`src/rtl/conv_enc_pkg.sv`:
```
package conv_enc_pkg;

  localparam int unsigned CODE_W    = 32;
  localparam int unsigned MIN_CODES = 2;
  localparam int unsigned MAX_CODES = 7;

  // strobes from control to datapath
  typedef struct packed {
    logic clearAll;  // synchronous clear of window and outputs
    logic accept;    // encode din and shift it into the window
  } encStrobe_t;

endpackage

```
`src/rtl/conv_enc_ctrl.sv`:
```
module conv_enc_ctrl
  import conv_enc_pkg::*;
(
  input  logic       clk,
  input  logic       rst,
  input  logic       en,
  input  logic       vin,
  output encStrobe_t strobe,
  output logic       vout
);

  always_comb begin
    strobe.clearAll = rst;
    strobe.accept   = !rst && en && vin;
  end

  always_ff @(posedge clk) begin
    if (rst) begin
      vout <= 1'b0;
    end else if (en) begin
      vout <= vin;
    end
  end

endmodule

```
`src/rtl/conv_enc_datapath.sv`:
```
module conv_enc_datapath
  import conv_enc_pkg::*;
#(
  parameter int unsigned CONSTR_LEN = 7,
  parameter int unsigned NUM_CODES  = 2,
  parameter logic [NUM_CODES-1:0][CODE_W-1:0] GEN_CODES = {32'o133, 32'o171}
) (
  input  logic                 clk,
  input  encStrobe_t           strobe,
  input  logic                 din,
  output logic [NUM_CODES-1:0] dout
);

  localparam int unsigned HIST_W = CONSTR_LEN - 1;

  logic [HIST_W-1:0]     histQ;
  logic [HIST_W-1:0]     histNext;
  logic [CONSTR_LEN-1:0] window;
  logic [NUM_CODES-1:0]  codedBits;

  // window MSB is the current bit, LSB the oldest stored bit
  assign window = {din, histQ};

  generate
    if (HIST_W == 1) begin : g_hist1
      assign histNext = din;
    end else begin : g_histN
      assign histNext = {din, histQ[HIST_W-1:1]};
    end
  endgenerate

  generate
    for (genvar gi = 0; gi < NUM_CODES; gi++) begin : g_tap
      localparam logic [CONSTR_LEN-1:0] TAP_MASK = GEN_CODES[gi][CONSTR_LEN-1:0];
      assign codedBits[gi] = ^(window & TAP_MASK);
    end
  endgenerate

  always_ff @(posedge clk) begin
    if (strobe.clearAll) begin
      histQ <= '0;
      dout  <= '0;
    end else if (strobe.accept) begin
      histQ <= histNext;
      dout  <= codedBits;
    end
  end

endmodule

```
`src/rtl/conv_encoder.sv`:
```
module conv_encoder
  import conv_enc_pkg::*;
#(
  parameter int unsigned CONSTR_LEN = 7,
  parameter int unsigned NUM_CODES  = 2,
  parameter logic [NUM_CODES-1:0][CODE_W-1:0] GEN_CODES = {32'o133, 32'o171}
) (
  input  logic                 clk,
  input  logic                 rst,
  input  logic                 en,
  input  logic                 din,
  input  logic                 vin,
  output logic [NUM_CODES-1:0] dout,
  output logic                 vout
);

  // elaboration-time parameter checks
  generate
    if (NUM_CODES < MIN_CODES || NUM_CODES > MAX_CODES) begin : g_badCount
      $error("conv_encoder: NUM_CODES must lie in 2..7");
    end
    if (CONSTR_LEN < 2 || CONSTR_LEN > CODE_W) begin : g_badLen
      $error("conv_encoder: CONSTR_LEN out of range");
    end
    for (genvar gc = 0; gc < NUM_CODES; gc++) begin : g_codeChk
      if ((GEN_CODES[gc] >> CONSTR_LEN) != 0) begin : g_wide
        $error("conv_encoder: generator code wider than CONSTR_LEN");
      end
    end
  endgenerate

  encStrobe_t strobe;

  conv_enc_ctrl u_ctrl (
    .clk    (clk),
    .rst    (rst),
    .en     (en),
    .vin    (vin),
    .strobe (strobe),
    .vout   (vout)
  );

  conv_enc_datapath #(
    .CONSTR_LEN (CONSTR_LEN),
    .NUM_CODES  (NUM_CODES),
    .GEN_CODES  (GEN_CODES)
  ) u_dp (
    .clk    (clk),
    .strobe (strobe),
    .din    (din),
    .dout   (dout)
  );

endmodule

```
`config.mk`:
```
export PLATFORM = sky130hd
export DESIGN_NAME = conv_encoder
export DESIGN_NICKNAME = d
export VERILOG_FILES = /design/src/rtl/conv_enc_pkg.sv /design/src/rtl/conv_enc_ctrl.sv /design/src/rtl/conv_enc_datapath.sv /design/src/rtl/conv_encoder.sv
export SDC_FILE = /design/constraint.sdc
export NUM_CORES = 1
export LEC_CHECK = 0
export ABC_CLOCK_PERIOD_IN_PS = 1500
export CAP_MARGIN = 25
export CORE_AREA = 5 5 42 44
export DETAILED_ROUTE_END_ITERATION = 6
export DIE_AREA = 0 0 47 49
export SLEW_MARGIN = 40
export SYNTH_ARGS = -nofsm -noshare
export SYNTH_HDL_FRONTEND = slang
export SYNTH_SLANG_ARGS = --single-unit
```
`constraint.sdc`:
```
create_clock -name clk -period 1.5 [get_ports clk]
set_clock_uncertainty 0.1 [all_clocks]
set_input_delay 0.45 -clock clk [delete_from_list [all_inputs] [get_ports clk]]
set_output_delay 0.45 -clock clk [all_outputs]
set_load 0.01 [all_outputs]
```
==> results.tsv <==
metric	value	unit
post-synth top area cell	dfxtp_1	
drt via density	4.59	
CTS Root Cell	clkbuf_4	
Tot Pwr	495	uW
Fill cells	157	
mapped cell area	402	sq um
global placement routability congestion	0.704	
largest delay contributor family on the critical path	buffers and inverters	
crit-path max FO	6	
clock tree sinks	9	
worst path buffer plus inverter count	1	
Internal	381	uW
Mean Syn Cell Area	8.93	sq um
WP data required	1.60	ns
P per Cell Area	916	nW/um^2
Sw Share	23.0	%
row count	14	
initial antenna violation count	0	
Initial Util	28.7	%
Die X	47	um
top-area cell type share of the netlist area	44.9	%
Reg clk slew, reported paths	0.06	ns
layout net count	65	
Hold WS	0.358	ns
CP endpoint kind	register	
Pleak	0.219	nW
Comb power frac	12.4	%
IO Pins	8	
Placed Instances	71	
min setup slack post-route	0.0614	ns
first-pass GRT wire length	1260	um
CP cell instances	clkdlybuf4s50_1, nand2_1, nor4b_1, a211o_1	
WP data arrival	1.54	ns
WL per Instance	9.88	um
Psw	114	uW
largest net degree at the start of global routing	9	
highest clock rate	0.695	GHz
drt initial violations	10	
cts bufs inserted	3	
Reg area	180	sq um
multi-input logic area	204	sq um
period utilization	95.9	%
postcts setup bufs	0	
H-tree depth	1	
Crit Path Category	in -> reg	
Final Setup Violations	0	
Ant. Diodes	0	
Syn Nets	50	
RSZ-0062 raised after global routing	yes	
Reg power frac	50.2	%
routed wire length	741	um
final core occ	38.6	%
Final Non-Filler Cells	75	
layout cells sized above 1	20.3	%
pre-CTS setup slack	-0.432	ns
vias in the first global route	303	
# port buffers	7	
max-cap violations	0	
DRC Markers	0	
top cells by area, synth	dfxtp_1 (45%), nand2_1 (12%), a21oi_1 (8.7%)	
slowest CP cell	clkdlybuf4s50_1	
GRT Util Overall	7.99	%
Startpoint Class	input port	
later-pin clock latency in the skew report	0.26	ns
Critical Path Max Stage Delay	0.48	ns
TritonRoute pass-1 iters	4	
#FFs+latches synth	9	
Hold Crit Class	reg -> reg	
sequential fraction of the synthesis area	44.9	%
clock power share	37.4	%
Fin. Hold Viols	0	
status	finished, final reports clean	
core area	1400	sq um
Synth-to-Final Area Change	34.6	%
count of warnings emitted by yosys	0	
Peak VDD IR	0.000389	V
Worst-Margin Slew	0.302	ns
Slew Viols, Final	0	
via count	344	
Die H	49	um
relative slew slack	79.8	%
Max clock buf depth	2	
Netlist cell types	13	
CTS tree	built	
Mapped Cells	45	
fin crit period	1.44	ns
Remaining Overflow, GRT	0	
full die area	2300	sq um
Final ANT Viol Nets	0	
[cell usage after synthesis]
| cell type | count |
|---|---|
| a211o_1 | 2 |
| a21oi_1 | 7 |
| and2_1 | 1 |
| buf_6 | 1 |
| clkbuf_8 | 2 |
| dfxtp_1 | 9 |
| nand2_1 | 13 |
| nand2b_1 | 1 |
| nor3_1 | 2 |
| nor3b_1 | 2 |
| nor4b_1 | 2 |
| xnor2_1 | 2 |
| xor2_1 | 1 |
[per-stage QoR]
step	area, sq um	setup TNS (ns)
2_1_floorplan	402	0
3_3_place_gp	498	-1.66
3_5_place_dp	498	-1.70
4_1_cts	534	0
5_1_grt	541	-0.00241
6_report	541	0
[cell type report]
| class | instances | share of cell area, % |
|---|---|---|
| flip-flops and latches | 9 | 33.3 |
| well taps | 16 | 3.70 |
| repair buffers | 13 | 20.4 |
| multi-input cells | 33 | 37.7 |
| clock buffers | 4 | 4.86 |
[repair_timing]
action	4_1_cts	5_1_grt
pin swaps	2	0
resized for setup	6	1
setup endpoints to repair	5	1
hold buffers	0	0
[power by group through the flow]
stage          Sequential, mW  Combinational (mW)  Clock (mW)
6_report                0.249              0.0612       0.185
2_1_floorplan           0.256              0.0311           0
5_1_grt                 0.250              0.0673       0.207
3_3_place_gp            0.254              0.0620           0
4_1_cts                 0.249              0.0611       0.199
3_5_place_dp            0.254              0.0618           0
[worst paths after layout]
kind	from	to	slack [ns]	depth (start not counted)
worst max-delay path	en	u_dp.dout[0]	0.06	4
worst min-delay path	u_dp.histQ[2]	u_dp.histQ[1]	0.36	2
worst max register to register	u_dp.histQ[0]	u_dp.dout[0]	0.19	4
worst min register to register	u_dp.histQ[2]	u_dp.histQ[1]	0.36	2
[per-layer routing]
metal	vias to the layer above	global-route usage, %	part of all wire [%]
met4	0	6.91	0.81
met1	159	9.35	45
met3	2	3.69	5.7
met5	-	0	0
li1	179	-	-
met2	4	10.4	49
[worst register-to-register path, delay by kind of cell, from the launching register on]
family,cells,cell delay (ns)
xor+xnor,2,0.43
flops,1,0.32
compound gates,1,0.27
simple gates,1,0.08
[logic make-up after synthesis]
family          Yosys count  share of synthesized area [%]
simple gates             21                           25.9
compound gates            9                           13.1
flops                     9                           44.9
buf+inv                   3                           9.66
xor+xnor                  3                           6.54
[layout by cell type (no fill, tap or decap), drive strengths merged]
master,count
xor2,1
clkbuf,4
and2,1
clkdlybuf4s50,3
dfxtp,9
xnor2,2
buf,6
nor3,2
nand2b,1
nor4b,2
nor3b,2
nand2,13
a21oi,7
a211o,2
dlygate4sd2,4
[flip-flops by register name, summed over array words and instances, names as in the netlist]
name	cells
u_ctrl.vout	1
u_dp.histQ	6
u_dp.dout	2
Note: power is estimated with default switching activity, not from simulation.
